### src/rtl/exmask_pkg.sv
// Package: shared opcode encoding of the execution mask unit.
// Assumes a 4-bit opcode field; codes not listed act as no-ops.
package exmask_pkg;
    localparam int OP_W = 4;

    typedef enum logic [OP_W-1:0] {
        OP_NOP       = 4'd0,
        OP_AND_SAVE  = 4'd1,
        OP_OR_SAVE   = 4'd2,
        OP_FLIP      = 4'd3,
        OP_REJOIN    = 4'd4,
        OP_LOOP_EXIT = 4'd5,
        OP_BRK_LIVE  = 4'd6,
        OP_BRK_COND  = 4'd7,
        OP_KILL      = 4'd8,
        OP_PARK      = 4'd9
    } mask_op_e;
endpackage

### src/rtl/exmask_alu.sv
// Module: combinational next-state logic of the mask unit.
// Computes the next mask, the next scalar result and which of the two are
// written. Assumes the opcode is valid every cycle; unknown codes do nothing.
module exmask_alu
    import exmask_pkg::*;
#(
    parameter int LANES = 64
) (
    input  logic [OP_W-1:0]  op,
    input  logic [LANES-1:0] exec_cur,
    input  logic [LANES-1:0] cond,
    input  logic [LANES-1:0] src,
    input  logic [LANES-1:0] neg,
    output logic [LANES-1:0] exec_nxt,
    output logic             exec_upd,
    output logic [LANES-1:0] res_nxt,
    output logic             res_upd
);
    logic [LANES-1:0] survive;

    // Per-lane kill compare: a lane survives only if enabled and not negative.
    for (genvar l = 0; l < LANES; l++) begin : g_kill
        assign survive[l] = exec_cur[l] & ~neg[l];
    end

    // Opcode decode: select the mask and result updates.
    always_comb begin
        exec_nxt = exec_cur;
        exec_upd = 1'b0;
        res_nxt  = '0;
        res_upd  = 1'b0;
        case (mask_op_e'(op))
            OP_AND_SAVE: begin
                res_nxt  = exec_cur;
                res_upd  = 1'b1;
                exec_nxt = exec_cur & cond;
                exec_upd = 1'b1;
            end
            OP_OR_SAVE: begin
                res_nxt  = exec_cur;
                res_upd  = 1'b1;
                exec_nxt = exec_cur | src;
                exec_upd = 1'b1;
            end
            OP_FLIP: begin
                exec_nxt = exec_cur ^ src;
                exec_upd = 1'b1;
            end
            OP_REJOIN: begin
                exec_nxt = exec_cur | src;
                exec_upd = 1'b1;
            end
            OP_LOOP_EXIT: begin
                exec_nxt = exec_cur & ~src;
                exec_upd = 1'b1;
            end
            OP_BRK_LIVE: begin
                res_nxt = exec_cur | src;
                res_upd = 1'b1;
            end
            OP_BRK_COND: begin
                res_nxt = cond | src;
                res_upd = 1'b1;
            end
            OP_KILL: begin
                exec_nxt = survive;
                exec_upd = 1'b1;
            end
            OP_PARK: begin
                res_nxt = src ^ exec_cur;
                res_upd = 1'b1;
            end
            default: begin
                exec_upd = 1'b0;
            end
        endcase
    end
endmodule

### src/rtl/exmask_regs.sv
// Module: state registers of the mask unit.
// Holds the live mask, the last scalar result and its write strobe.
// Synchronous active-low reset; the mask resets to all lanes enabled.
module exmask_regs #(
    parameter int LANES = 64
) (
    input  logic             clk,
    input  logic             rst_n,
    input  logic [LANES-1:0] exec_nxt,
    input  logic             exec_upd,
    input  logic [LANES-1:0] res_nxt,
    input  logic             res_upd,
    output logic [LANES-1:0] exec_q,
    output logic [LANES-1:0] res_q,
    output logic             we_q
);
    // Mask register: loads on a mask-writing opcode.
    always_ff @(posedge clk) begin
        if (!rst_n)        exec_q <= '1;
        else if (exec_upd) exec_q <= exec_nxt;
    end

    // Result register: loads on a result-writing opcode, holds otherwise.
    always_ff @(posedge clk) begin
        if (!rst_n)       res_q <= '0;
        else if (res_upd) res_q <= res_nxt;
    end

    // Write strobe: one cycle high with each new result.
    always_ff @(posedge clk) begin
        if (!rst_n) we_q <= 1'b0;
        else        we_q <= res_upd;
    end
endmodule

### src/rtl/exmask_flags.sv
// Module: zero / non-zero detection on the registered mask.
// Reduces the mask in groups of GROUP_W lanes, then across groups.
// Assumes GROUP_W >= 1; a short last group is padded with zeros.
module exmask_flags #(
    parameter int LANES   = 64,
    parameter int GROUP_W = 8
) (
    input  logic [LANES-1:0] mask,
    output logic             is_zero,
    output logic             is_nonzero
);
    localparam int NGROUP = (LANES + GROUP_W - 1) / GROUP_W;
    localparam int PAD_W  = NGROUP * GROUP_W;

    logic [PAD_W-1:0]  padded;
    logic [NGROUP-1:0] grp_any;

    // Pad the mask to a whole number of groups.
    always_comb begin
        padded            = '0;
        padded[LANES-1:0] = mask;
    end

    // First level: one OR per lane group.
    for (genvar g = 0; g < NGROUP; g++) begin : g_grp
        assign grp_any[g] = |padded[g*GROUP_W +: GROUP_W];
    end

    // Second level: combine the groups into the two flags.
    assign is_nonzero = |grp_any;
    assign is_zero    = ~is_nonzero;
endmodule

### src/rtl/exec_mask_unit.sv
// Module: execution mask unit top.
// Wires the decode, state and flag stages. All updates land on the next
// rising edge; the flags follow the registered mask combinationally.
module exec_mask_unit
    import exmask_pkg::*;
#(
    parameter int LANES   = 64,
    parameter int GROUP_W = 8
) (
    input  logic             clk,
    input  logic             rst_n,
    input  logic [3:0]       op_i,
    input  logic [LANES-1:0] cond_i,
    input  logic [LANES-1:0] src_i,
    input  logic [LANES-1:0] neg_i,
    output logic [LANES-1:0] exec_o,
    output logic [LANES-1:0] result_o,
    output logic             result_we_o,
    output logic             mask_zero_o,
    output logic             mask_nonzero_o
);
    logic [LANES-1:0] exec_nxt, res_nxt;
    logic             exec_upd, res_upd;

    exmask_alu #(.LANES(LANES)) alu_i (
        .op(op_i), .exec_cur(exec_o), .cond(cond_i), .src(src_i), .neg(neg_i),
        .exec_nxt(exec_nxt), .exec_upd(exec_upd),
        .res_nxt(res_nxt), .res_upd(res_upd)
    );

    exmask_regs #(.LANES(LANES)) regs_i (
        .clk(clk), .rst_n(rst_n),
        .exec_nxt(exec_nxt), .exec_upd(exec_upd),
        .res_nxt(res_nxt), .res_upd(res_upd),
        .exec_q(exec_o), .res_q(result_o), .we_q(result_we_o)
    );

    exmask_flags #(.LANES(LANES), .GROUP_W(GROUP_W)) flags_i (
        .mask(exec_o), .is_zero(mask_zero_o), .is_nonzero(mask_nonzero_o)
    );

    // Reset leaves every lane enabled and no pending write.
    assert_reset_state_R1: assert property (@(posedge clk)
        !rst_n |=> (exec_o == '1 && result_o == '0 && !result_we_o));

    // And-save: old mask out, narrowed mask in.
    assert_and_save_R2: assert property (@(posedge clk) disable iff (!rst_n)
        (op_i == 4'(OP_AND_SAVE)) |=>
        (exec_o == $past(exec_o & cond_i) && result_o == $past(exec_o) && result_we_o));

    // Or-save: old mask out, widened mask in.
    assert_or_save_R4: assert property (@(posedge clk) disable iff (!rst_n)
        (op_i == 4'(OP_OR_SAVE)) |=>
        (exec_o == $past(exec_o | src_i) && result_o == $past(exec_o)));

    // Loop exit leaves none of the source lanes active.
    assert_loop_exit_R7: assert property (@(posedge clk) disable iff (!rst_n)
        (op_i == 4'(OP_LOOP_EXIT)) |=> ((exec_o & $past(src_i)) == '0));

    // Kill only removes lanes, and removes every negative one.
    assert_kill_only_clears_R9: assert property (@(posedge clk) disable iff (!rst_n)
        (op_i == 4'(OP_KILL)) |=>
        ((exec_o & ~$past(exec_o)) == '0 && (exec_o & $past(neg_i)) == '0));

    // Flags are complementary and track an empty mask.
    assert_flags_R10: assert property (@(posedge clk) disable iff (!rst_n)
        (mask_zero_o != mask_nonzero_o) && (mask_zero_o == ($countones(exec_o) == 0)));

    // No-op holds all state and writes nothing.
    assert_nop_hold_R11: assert property (@(posedge clk) disable iff (!rst_n)
        (op_i == 4'(OP_NOP)) |=> ($stable(exec_o) && $stable(result_o) && !result_we_o));
endmodule

### config.mk
export PLATFORM = sky130hd
export DESIGN_NAME = exec_mask_unit
export DESIGN_NICKNAME = d
export VERILOG_FILES = /design/src/rtl/exmask_pkg.sv /design/src/rtl/exmask_alu.sv /design/src/rtl/exmask_regs.sv /design/src/rtl/exmask_flags.sv /design/src/rtl/exec_mask_unit.sv
export SDC_FILE = /design/constraint.sdc
export NUM_CORES = 1
export LEC_CHECK = 0
export ABC_AREA = 0
export CAP_MARGIN = 20
export CORE_MARGIN = 5
export CORE_UTILIZATION = 35
export CTS_CLUSTER_DIAMETER = 120
export DETAILED_ROUTE_END_ITERATION = 6
export PLACE_DENSITY = 0.7
export SYNTH_ARGS = -nofsm -noshare
export SYNTH_HDL_FRONTEND = slang
export SYNTH_SLANG_ARGS = --single-unit
### constraint.sdc
create_clock -name clk -period 1.7 [get_ports clk]
set_input_delay 0.17 -clock clk [delete_from_list [all_inputs] [get_ports clk]]
set_output_delay 0.17 -clock clk [all_outputs]
set_load 0.05 [all_outputs]
# == Yosys cells after proc, flatten, opt, wreduce, memory -nomap -nowiden ==
# Cells that the tools add are included.
# totals
inputBits,198
wordCells,158
ff_bits,129
output_inout_bits,131
# classes
n_mux,4
eq_ne,9
n_reduce_logical,7
n_bitwise,135
# ops
operator,count
case mux 64 bit (5 select lines),1
case mux 64 bit (4 select lines),1
AND 64 bit,2
OR 64 bit,2
NOT 1 bit,65
AND 1 bit,64
NOT 64 bit,1
OR reduction 64 bit,1
XOR 64 bit,1
"== test 4 x 3 -> 1 bit, second input constant",4
"== test 4 x 2 -> 1 bit, second input constant",2
"== test 4 bit, second input constant",2
OR reduction 6 bit,1
nonzero test 5 bit,1
OR reduction 5 bit,1
"== test 4 x 1 -> 1 bit, second input constant",1
OR reduction 2 bit,2
two-way mux 1 bit,2
AND reduction 2 bit,1

# == Logic depth before layout (Yosys ltp) ==
# Gate-level depths: netlist of the first run.
# depth
depth_word,4
mapped_depth,7
depth_no_buf,5

# == Hierarchy ==
# A second synthesis of the first run with hierarchy kept.
# unflattened
cells_unflattened,1440
hier_area_um2,11437.2
# by_module_without_submodules
mod,area_per_inst_um2,n_inst,cells_per_inst,seq_area_each_um2
exmask_alu,6537.5,1,1004,0.0
exmask_regs,4754.6,1,414,2582.5
exmask_flags,145.1,1,22,0.0

# == Worst setup path before layout of the first run ==
# No wires, ideal clock.
# synth_path
path_kind,register -> output
start,reg regs_i.exec_q[34]
end,out mask_nonzero_o
setup_slack_ns,-1.724
path_buffers,0
stages_incl_launch_ff,5
t_arrival_ns,3.254
t_required_ns,1.530
cell_sequence,dfxtp_1 -> nor4_1 -> nand4_1 -> nor4_1 -> inv_1
# synth_between
elab_chain_cells,1
# synth_lines
element,line,text
start: declaration,exmask_regs.sv:13,"output logic [LANES-1:0] exec_q,"
start signal: assignment,exmask_regs.sv:20,else if (exec_upd) exec_q <= exec_nxt;
OR reduction 64 bit,exmask_flags.sv:30,assign is_nonzero = |grp_any;
end: declaration,exec_mask_unit.sv:20,output logic mask_nonzero_o
# No other way between the ends.

# == Final worst setup path of the first run ==
# layout_path
start,reg regs_i.exec_q[3]
end,out mask_zero_o
# layout_between
elab_chain_cells,2
# layout_lines
element,line,text
OR reduction 64 bit,exmask_flags.sv:30,
NOT 1 bit,exmask_flags.sv:31,assign is_zero = ~is_nonzero;
end: declaration,exec_mask_unit.sv:19,"output logic mask_zero_o,"
# No other way between the ends.

==> results of run 1 <==
==> sequential cells by signal, indices dropped and copies added, names as in the netlist <==
| name | cells |
|---|---|
| regs_i.exec_q | 64 |
| regs_i.res_q | 64 |
| regs_i.we_q | 1 |
==> layout by cell type, fill, tap and decap left out, types with 2 or more instances in the layout <==
cell,count
clkbuf_16,21
clkinv_2,3
dlygate4sd2_1,48
o211ai_1,36
clkinv_4,3
ha_1,64
nor2_1,3
nand2_1,97
dfxtp_2,36
o211ai_2,28
dfxtp_4,11
xnor2_1,2
buf_12,32
buf_6,3
nor4_4,4
mux2_2,63
nor4_2,3
mux2i_2,4
a22oi_1,32
nand3_1,65
a21oi_1,2
a31oi_1,63
nand4_1,4
o21a_1,32
buf_4,183
o221ai_1,31
clkdlybuf4s50_1,194
nor4_1,10
inv_1,194
bufinv_16,2
o21ai_0,158
dfxtp_1,82
a21oi_4,2
clkbuf_8,2
mux2i_1,60
o211a_1,64
==> layout make-up <==
class,instances,area [µm²]
antenna,1,2.502
clock buffer,22,528.0
clock inverter,10,117.6
fill,2694,13340
inverter,195,732.0
multi-input combinational,846,6536
sequential,129,2669
tap,384,480.5
timing repair buffer,463,4456
==> metrics by stage <==
step                      hold WS (ns)  std cells  TNS, ns  power [W]
final                           0.2033       2050   -1.075    0.01162
after global routing            0.1910       2050   -1.286    0.01206
after CTS                       0.1717       2047   -1.216    0.01162
after floorplan                 0.3890       1273  -0.3528   0.005835
after global placement          0.4883       2016   -47.53   0.007515
after detailed placement        0.5034       2016   -52.53   0.007571
==> logic make-up after synthesis <==
| logic type | synth area share |
|---|---|
| XOR/XNOR | 0.002561 |
| AO/OA/AOI/OAI | 0.3183 |
| AND/OR/NAND/NOR | 0.09265 |
| multiplexers | 0.1315 |
| buffers and inverters | 0.1253 |
| adder cells (fa/ha/maj) | 0.07802 |
| flip-flops | 0.2516 |
==> worst reg2reg max path: cells and delay by family, from the launching register on <==
| kind | cells | cell delay, ns |
|---|---|---|
| flip-flops | 1 | 0.35 |
| adder cells (fa/ha/maj) | 1 | 0.31 |
| buffers and inverters | 2 | 0.17 |
| AO/OA/AOI/OAI | 3 | 0.47 |
==> where the power goes <==
part           total, W  switching, W  internal (W)  leakage, nW
clock           0.00410       0.00158       0.00251        0.318
combinational   0.00407       0.00237       0.00169         6.33
sequential      0.00346      0.000171       0.00328         1.05
==> what timing repair did <==
item	in CTS	in global routing
gates resized for setup	55	14
setup buffers	0	1
cloned	0	1
setup endpoints to repair	51	42
pin swaps	1	1
==> worst max-delay path by stage <==
stage | start | depth (start not counted) | end
after floorplan | regs_i.exec_q[21]$_SDFFE_PN1P_ | 4 | mask_nonzero_o
after global placement | regs_i.exec_q[53]$_SDFFE_PN1P_ | 6 | mask_zero_o
after detailed placement | regs_i.exec_q[3]$_SDFFE_PN1P_ | 6 | mask_zero_o
after CTS | regs_i.exec_q[3]$_SDFFE_PN1P_ | 6 | mask_zero_o
after global routing | regs_i.exec_q[3]$_SDFFE_PN1P_ | 6 | mask_zero_o
final | regs_i.exec_q[3]$_SDFFE_PN1P_ | 6 | mask_zero_o
==> layer usage <==
| metal | vias up | wire length, µm | share of wire | GRT usage |
|---|---|---|---|---|
| li1 | 5397 | - | - | - |
| met4 | 2 | 1285 | 0.030 | 0.09126 |
| met1 | 5538 | 17860 | 0.42 | 0.3137 |
| met3 | 99 | 3484 | 0.082 | 0.05108 |
| met2 | 586 | 19820 | 0.47 | 0.3987 |
| met5 | - | 7 | 0.00016 | 0 |
==> run_results.csv, run 1 <==
group,metric,value,unit
place,dpl_cell_area,14790,µm²
worst_setup_path,end_kind,"primary output",
status,outcome,"finished, violations left",
die,die_h,181.2,µm
route,route.detailed.drc,0,
pwr,vdd_drop_max,0.5078,mV
clocking,cts_max_level,4,
global_routing,grt_pass1_vias,11850,
worst_setup_path,rrSetupSlack,0.33,ns
global_routing,overflow,0,
clocking,cts_buffers,17,
route,vias_per_cell,5.669,
logic_synthesis,synthCells,1273,
min_path,hold_path_class,"in -> reg",
global_routing,track_usage,0.2428,
clocking,cts.sink_count,129,
logic_synthesis,syn_nets,1535,
route,drt-pass1-iter-count,6,
route,drtIter0Drc,999,
logic_synthesis,synthTopCellsByCount,"inv_1 (195), o21ai_0 (158), dfxtp_1 (129), nand2_1 (97), nand3_1 (66)",
route,vias,11620,
clocking,cts-hold-fix-buffers,0,
sta,fin_ws,-0.5865,ns
cells_and_area,area_delta_synth_final,51.22,%
die,row_count,62,
place,gp_congestion,0.8976,
sta,fin_skew,0.009701,ns
cells_and_area,stdcell_area,15520,µm²
place,place_ws,-0.4906,ns
logic_synthesis,synth.most_common_cell,"inv_1",
worst_setup_path,critPathMaxFanout,2,
global_routing,grt_max_degree,36,
die,coreArea,28860,µm²
place,hpwl,30.11,mm
worst_setup_path,arrival,2.12,ns
worst_setup_path,regToRegEndpoint,"regs_i.res_q[62]$_SDFFE_PN0P_",
worst_setup_path,critPathBufInv,3,
die,initial_core_util,0.3557,
min_path,whs_endpoint,"regs_i.res_q[44]$_SDFFE_PN0P_",
pwr,power_density,748.7,nW/µm²
sta,finalHoldViolCount,0,
worst_setup_path,worstPathRequired,1.53,ns
clocking,worstSkewPairLatency,0.42,ns
logic_synthesis,ys_seq_area_frac,0.2516,
die,die_w,181.2,µm
cells_and_area,post-route-util,0.5379,
clocking,clockBufferDepth,2,
logic_synthesis,post-synth-top-area-cell,"dfxtp_1",
place,io_buffers,328,
global_routing,grt_first_pass_wirelength,64.76,mm
cells_and_area,layout.nets,1914,
cells_and_area,layout-drive-gt1-share,0.2511,
clocking,cts_tree,"built",
route,routed_wl,42.45,mm
worst_setup_path,crit_chain,"nor4_4 -> buf_4 -> nand4_1 -> nor4_4 -> buf_4 -> buf_12",
global_routing,antenna_found_initial,2,
logic_synthesis,yosysWarningCount,0,
min_path,hp-start,"op_i[3]",
logic_synthesis,synthDistinctLibCells,44,
die,die-area,32850,µm²
sta,relSlewSlack,0.6624,
logic_synthesis,synthTopCellsByArea,"dfxtp_1 (25%), ha_1 (7.8%), o21ai_0 (7.7%)",
sta,fmax,437.3,MHz
worst_setup_path,cpPeakStageDelay,0.34,ns
worst_setup_path,crit_type,"reg -> out",
worst_setup_path,crit_slowest_cell,"nor4_4",
worst_setup_path,cp_top_family,"simple AND/OR/NAND/NOR gates",
logic_synthesis,async_reset_ff_frac,0,
logic_synthesis,ys_seq_elements,129,
sta,rsz0062_at_grt,"true",
logic_synthesis,synth_top_area_share,0.2516,
sta,worst_pin_slew,0.5085,ns
worst_setup_path,r2r_start,"regs_i.exec_q[62]$_SDFFE_PN1P_",
logic_synthesis,synth-edff-count,0,
worst_setup_path,r2r_cells,6,
status,violations,"setup timing",
logic_synthesis,avgSynthCellArea,8.063,µm²
sta,period_needed,2.287,ns
worst_setup_path,critPathLaunchType,"register",
pwr,leakage,7.699,nW
sta,finalSetupViolCount,2,
sta,fin_crit_sh,1.345,
min_path,whs_path_depth,3,
clocking,path_clk_slew,0.06,ns
logic_synthesis,synth_area,10260,µm²
logic_synthesis,ys.flop_type,"dfxtp_1",
die,ioPinCount,329,
job,maxCapViolCount,0,
sta,drv_slew,0,
clocking,cts_root_buffer,"clkbuf_16",
route,avgRoutedWirePerCell,20.71,µm
route,postRouteAntennaNets,0,
Power figures use the tool's default switching activity.
==> run 2, diff against run 1 <==
--- a/config.mk
+++ b/config.mk
@@ -11,6 +11,7 @@
 export CORE_UTILIZATION = 35
 export CTS_CLUSTER_DIAMETER = 120
 export DETAILED_ROUTE_END_ITERATION = 6
+export MAX_ROUTING_LAYER = met4
 export PLACE_DENSITY = 0.7
 export SYNTH_ARGS = -nofsm -noshare
 export SYNTH_HDL_FRONTEND = slang
==> run_results.csv, run 2 (synthesis gave the netlist of run 1 again) <==
group,metric,value,unit
route,vias_per_cell,5.635,
sta,fin_ws,-0.6294,ns
place,dpl_cell_area,14800,µm²
worst_setup_path,critPathLaunchType,"register",
clocking,cts_max_level,4,
cells_and_area,layout-drive-gt1-share,0.2486,
die,ioPinCount,329,
route,vias,11570,
worst_setup_path,crit_type,"reg -> out",
cells_and_area,seqCellArea,2669,µm²
clocking,cts.sink_count,129,
cells_and_area,stdcell_area,15540,µm²
place,dp_cells,2014,
die,die_w,181.2,µm
worst_setup_path,critPathMaxFanout,2,
clocking,worstSkewPairLatency,0.43,ns
cells_and_area,final_common_cell,"inv_1",
global_routing,antenna_found_initial,4,
route,route.detailed.drc,0,
sta,fin_skew,0.01306,ns
global_routing,grt_max_degree,45,
pwr,leakage,7.724,nW
pwr,seqPwrFrac,0.302,
sta,relSlewSlack,0.6560,
status,outcome,"finished, violations left",
job,maxCapViolCount,0,
clocking,cts_buffers,17,
global_routing,overflow,0,
sta,drv_slew,0,
die,die_h,181.2,µm
route,avgRoutedWirePerCell,20.65,µm
die,initial_core_util,0.3557,
sta,holdWs,0.1504,ns
pwr,total_power,0.01144,W
clocking,clockBufferDepth,2,
clocking,cts-hold-fix-buffers,0,
pwr,power_density,736.4,nW/µm²
die,die-area,32850,µm²
cells_and_area,area_delta_synth_final,51.38,%
route,drtIter0Drc,824,
place,gp_congestion,0.9092,
sta,fin_crit_sh,1.370,
pwr,p_int,0.007357,W
cells_and_area,layout.nets,1914,
sta,worst_pin_slew,0.5180,ns
cells_and_area,final_cells,2054,
clocking,cts_tree,"built",
route,drt-pass1-iter-count,5,
worst_setup_path,arrival,2.16,ns
sta,finalHoldViolCount,0,
sta,rsz0062_at_grt,"true",
sta,finalSetupViolCount,2,
cells_and_area,reg.largest.list,"regs_i.exec_q x64, regs_i.res_q x64, regs_i.we_q x1",
pwr,switching_power,0.004085,W
place,io_buffers,328,
clocking,cts_root_buffer,"clkbuf_16",
clocking,path_clk_slew,0.07,ns
cells_and_area,multi_input_area,6515,µm²
route,routed_wl,42.42,mm
status,violations,"setup timing",
route,postRouteAntennaNets,0,
cells_and_area,fillerInstances,2720,
die,row_count,62,
sta,fmax,429.3,MHz
worst_setup_path,worstPathRequired,1.53,ns
pwr,vdd_drop_max,0.5270,mV
pwr,p_clk_frac,0.342,
global_routing,track_usage,0.2494,
pwr,comb_power_share,0.356,
place,place_ws,-0.4742,ns
cells_and_area,layout_common_cells,"inv_1 (194), clkdlybuf4s50_1 (193), buf_4 (180), o21ai_0 (158), nand2_1 (97)",
global_routing,grt_pass1_vias,11720,
pwr,switching_share,0.3570,
place,hpwl,29.91,mm
die,coreArea,28860,µm²
global_routing,grt_first_pass_wirelength,64.52,mm
worst_setup_path,end_kind,"primary output",
sta,period_needed,2.329,ns
min_path,hold_path_class,"in -> reg",
## run 2: worst max-delay path, cell delays in order (launching register included)
cell	delay (ns)
dfxtp_2	0.33
nor4_4	0.36
buf_4	0.17
nand4_1	0.25
nor4_4	0.31
buf_4	0.18
buf_12	0.12
## run 2: worst paths after layout
| kind | startpoint | endpoint | slack, ns | cells after the start |
|---|---|---|---|---|
| worst max-delay path | regs_i.exec_q[3]$_SDFFE_PN1P_ | mask_zero_o | -0.63 | 6 |
| worst min-delay path | rst_n | regs_i.res_q[6]$_SDFFE_PN0P_ | 0.15 | 3 |
| worst max register to register | regs_i.exec_q[62]$_SDFFE_PN1P_ | regs_i.res_q[62]$_SDFFE_PN0P_ | 0.36 | 6 |
| worst min register to register | regs_i.exec_q[34]$_SDFFE_PN1P_ | regs_i.res_q[34]$_SDFFE_PN0P_ | 0.50 | 2 |
## run 2: area by class of cell
| type | instances | area share |
|---|---|---|
| inverters | 195 | 0.04711 |
| well taps | 384 | 0.03092 |
| diodes | 5 | 0.0008053 |
| clock buffers | 21 | 0.03165 |
| flip-flops and latches | 129 | 0.1718 |
| clock inverters | 11 | 0.008133 |
| repair buffers | 463 | 0.2903 |
| multi-input cells | 846 | 0.4193 |
## run 2: power by group through the flow
| stage | sequential, W | combinational [W] | clock, W |
|---|---|---|---|
| detailed placement | 0.00350 | 0.00408 | 0 |
| global placement | 0.00350 | 0.00403 | 0 |
| floorplan | 0.00439 | 0.00145 | 0 |
| finish | 0.00345 | 0.00407 | 0.00392 |
| global route | 0.00348 | 0.00434 | 0.00411 |
| CTS | 0.00345 | 0.00404 | 0.00397 |
## run 2: timing repair
item                                    4_1_cts  5_1_grt
endpoints found under the setup margin       53       53
resized for setup                            56        7
cloned                                        0        3
buffers inserted                              0        1
pin swaps                                     2        1
## run 2: per-stage QoR
stage	util	setup TNS [ns]
after floorplan	-	-0.3528
after global placement	0.5127	-44.92
after detailed placement	0.5127	-53.65
after CTS	0.5337	-1.178
after global routing	0.5384	-1.254
final	0.5384	-1.164
## run 2: per-layer routing
layer | wire length (µm) | vias to the layer above | part of all wire | track usage
li1 | - | 5404 | - | -
met1 | 17580 | 5488 | 0.41 | 0.3029
met2 | 20170 | 595 | 0.48 | 0.4105
met3 | 3514 | 87 | 0.083 | 0.05570
met4 | 1160 | 0 | 0.027 | 0.08346
met5 | 0 | - | 0 | -
==> run 3, diff against run 2 <==
--- a/config.mk
+++ b/config.mk
@@ -12,7 +12,7 @@
 export CTS_CLUSTER_DIAMETER = 120
 export DETAILED_ROUTE_END_ITERATION = 6
 export MAX_ROUTING_LAYER = met4
-export PLACE_DENSITY = 0.7
+export PLACE_DENSITY = 0.72
 export SYNTH_ARGS = -nofsm -noshare
 export SYNTH_HDL_FRONTEND = slang
 export SYNTH_SLANG_ARGS = --single-unit
==> run_results.csv, run 3 (synthesis gave the netlist of run 1 again) <==
group,metric,value,unit
sta,period_needed,2.369,ns
worst_setup_path,r2r_cells,6,
sta,fin_skew,0.008592,ns
place,gp_congestion,0.8584,
pwr,comb_power_share,0.360,
cells_and_area,final_cells,2068,
route,postRouteAntennaNets,0,
pwr,leakage,7.764,nW
cells_and_area,final_common_cell,"buf_4",
global_routing,overflow,0,
min_path,whs_endpoint,"regs_i.res_q[4]$_SDFFE_PN0P_",
pwr,switching_share,0.3686,
pwr,total_power,0.01121,W
sta,fmax,422.1,MHz
place,io_buffers,328,
min_path,hp-start,"rst_n",
die,initial_core_util,0.3557,
global_routing,track_usage,0.2505,
clocking,path_clk_slew,0.07,ns
clocking,cts_tree,"built",
die,ioPinCount,329,
route,routed_wl,41.83,mm
worst_setup_path,regToRegEndpoint,"regs_i.exec_q[7]$_SDFFE_PN1P_",
clocking,cts_root_buffer,"clkbuf_16",
cells_and_area,layout-drive-gt1-share,0.2503,
global_routing,grt_max_degree,68,
job,maxCapViolCount,0,
clocking,cts_max_level,4,
sta,drv_slew,0,
route,drt-pass1-iter-count,5,
cells_and_area,layout_common_cells,"buf_4 (203), inv_1 (194), clkdlybuf4s50_1 (192), o21ai_0 (158), nand2_1 (97)",
clocking,worstSkewPairLatency,0.41,ns
cells_and_area,reg.largest.list,"regs_i.exec_q x64, regs_i.res_q x64, regs_i.we_q x1",
sta,fin_ws,-0.6689,ns
place,dp_cells,2031,
pwr,switching_power,0.004134,W
route,vias,11640,
worst_setup_path,critPathMaxFanout,2,
clocking,clockBufferDepth,2,
global_routing,grt_pass1_vias,12030,
worst_setup_path,rrSetupSlack,0.32,ns
sta,fin_crit_sh,1.393,
pwr,p_int,0.007080,W
min_path,hold_path_class,"in -> reg",
pwr,p_clk_frac,0.332,
worst_setup_path,worstPathRequired,1.53,ns
die,die_w,181.2,µm
worst_setup_path,r2r_start,"regs_i.exec_q[7]$_SDFFE_PN1P_",
route,avgRoutedWirePerCell,20.23,µm
die,die_h,181.2,µm
sta,worst_pin_slew,0.5177,ns
pwr,power_density,724.4,nW/µm²
cells_and_area,area_delta_synth_final,50.82,%
global_routing,antenna_found_initial,2,
place,place_ws,-0.5500,ns
die,die-area,32850,µm²
clocking,cts_buffers,17,
worst_setup_path,crit_type,"reg -> out",
status,violations,"setup timing",
route,route.detailed.drc,0,
die,coreArea,28860,µm²
die,row_count,62,
sta,rsz0062_at_grt,"true",
worst_setup_path,end_kind,"primary output",
pwr,seqPwrFrac,0.308,
cells_and_area,layout.nets,1931,
worst_setup_path,critPathLaunchType,"register",
sta,relSlewSlack,0.6562,
sta,finalSetupViolCount,2,
sta,finalHoldViolCount,0,
place,hpwl,30.08,mm
route,vias_per_cell,5.630,
min_path,whs_path_depth,4,
worst_setup_path,arrival,2.20,ns
clocking,cts.sink_count,129,
pwr,vdd_drop_max,0.5626,mV
status,outcome,"finished, violations left",
route,drtIter0Drc,793,
global_routing,grt_first_pass_wirelength,64.97,mm
clocking,cts-hold-fix-buffers,0,
==> run 3: cell count changes in the layout (fill, tap and decap cells not counted), moves of 3 or more <==
cell and delta:
buf_4 +23, buf_12 -5, inv_6 +4, buf_6 -3, diode_2 -3, dlygate4sd2_1 +3, nor4_1 +3
==> run 3: stage by stage <==
stage | hold WS (ns) | instance area, µm² | util | TNS (ns)
final | 0.2766 | 15480 | 0.5364 | -1.253
after CTS | 0.2646 | 15470 | 0.5360 | -1.271
after global routing | 0.2858 | 15480 | 0.5364 | -1.362
after global placement | 0.4916 | 14880 | 0.5157 | -45.78
after floorplan | 0.3890 | 10360 | - | -0.3528
after detailed placement | 0.5030 | 14880 | 0.5157 | -51.62
==> run 3: worst max-delay path by stage <==
| stage | depth (start not counted) | to | start | slack (ns) |
|---|---|---|---|---|
| after floorplan | 4 | mask_nonzero_o | regs_i.exec_q[21]$_SDFFE_PN1P_ | -0.32 |
| after detailed placement | 6 | mask_zero_o | regs_i.exec_q[3]$_SDFFE_PN1P_ | -0.55 |
| final | 6 | mask_zero_o | regs_i.exec_q[3]$_SDFFE_PN1P_ | -0.67 |
| after global routing | 6 | mask_zero_o | regs_i.exec_q[3]$_SDFFE_PN1P_ | -0.72 |
| after CTS | 6 | mask_zero_o | regs_i.exec_q[3]$_SDFFE_PN1P_ | -0.68 |
| after global placement | 6 | mask_zero_o | regs_i.exec_q[3]$_SDFFE_PN1P_ | -0.60 |
==> run 3: what timing repair did <==
item	4_1_cts	5_1_grt
pin swaps	1	1
endpoints found under the setup margin	78	129
setup buffers	3	0
gates resized for setup	58	3
endpoints found under the hold margin	0	0
==> run 3: power groups by stage <==
stage	combinational [W]	sequential [W]	clock, W
after floorplan	0.00145	0.00439	0
after global placement	0.00402	0.00350	0
after detailed placement	0.00408	0.00351	0
after CTS	0.00404	0.00345	0.00378
after global routing	0.00432	0.00347	0.00392
final	0.00404	0.00345	0.00372
==> run 3: layout make-up <==
cell class,instances,area (µm²)
timing repair buffer,480,4531
clock inverter,11,88.84
inverter,195,732.0
multi-input combinational,846,6481
tap,384,480.5
sequential,129,2669
fill,2656,13380
antenna,2,5.005
clock buffer,21,493.0
==> run 3: layer usage <==
layer | part of all wire | up-vias | track usage
li1 | - | 5433 | -
met1 | 0.41 | 5505 | 0.3085
met2 | 0.48 | 601 | 0.4216
met3 | 0.074 | 104 | 0.03680
met4 | 0.029 | 0 | 0.08376
met5 | 0 | - | -
==> run 3: worst max-delay path, cell delays in order (launching register included) <==
cell and delay, ns:
dfxtp_2 0.34, nor4_4 0.41, buf_4 0.18, nand4_1 0.25
nor4_4 0.31, buf_4 0.18, buf_12 0.12
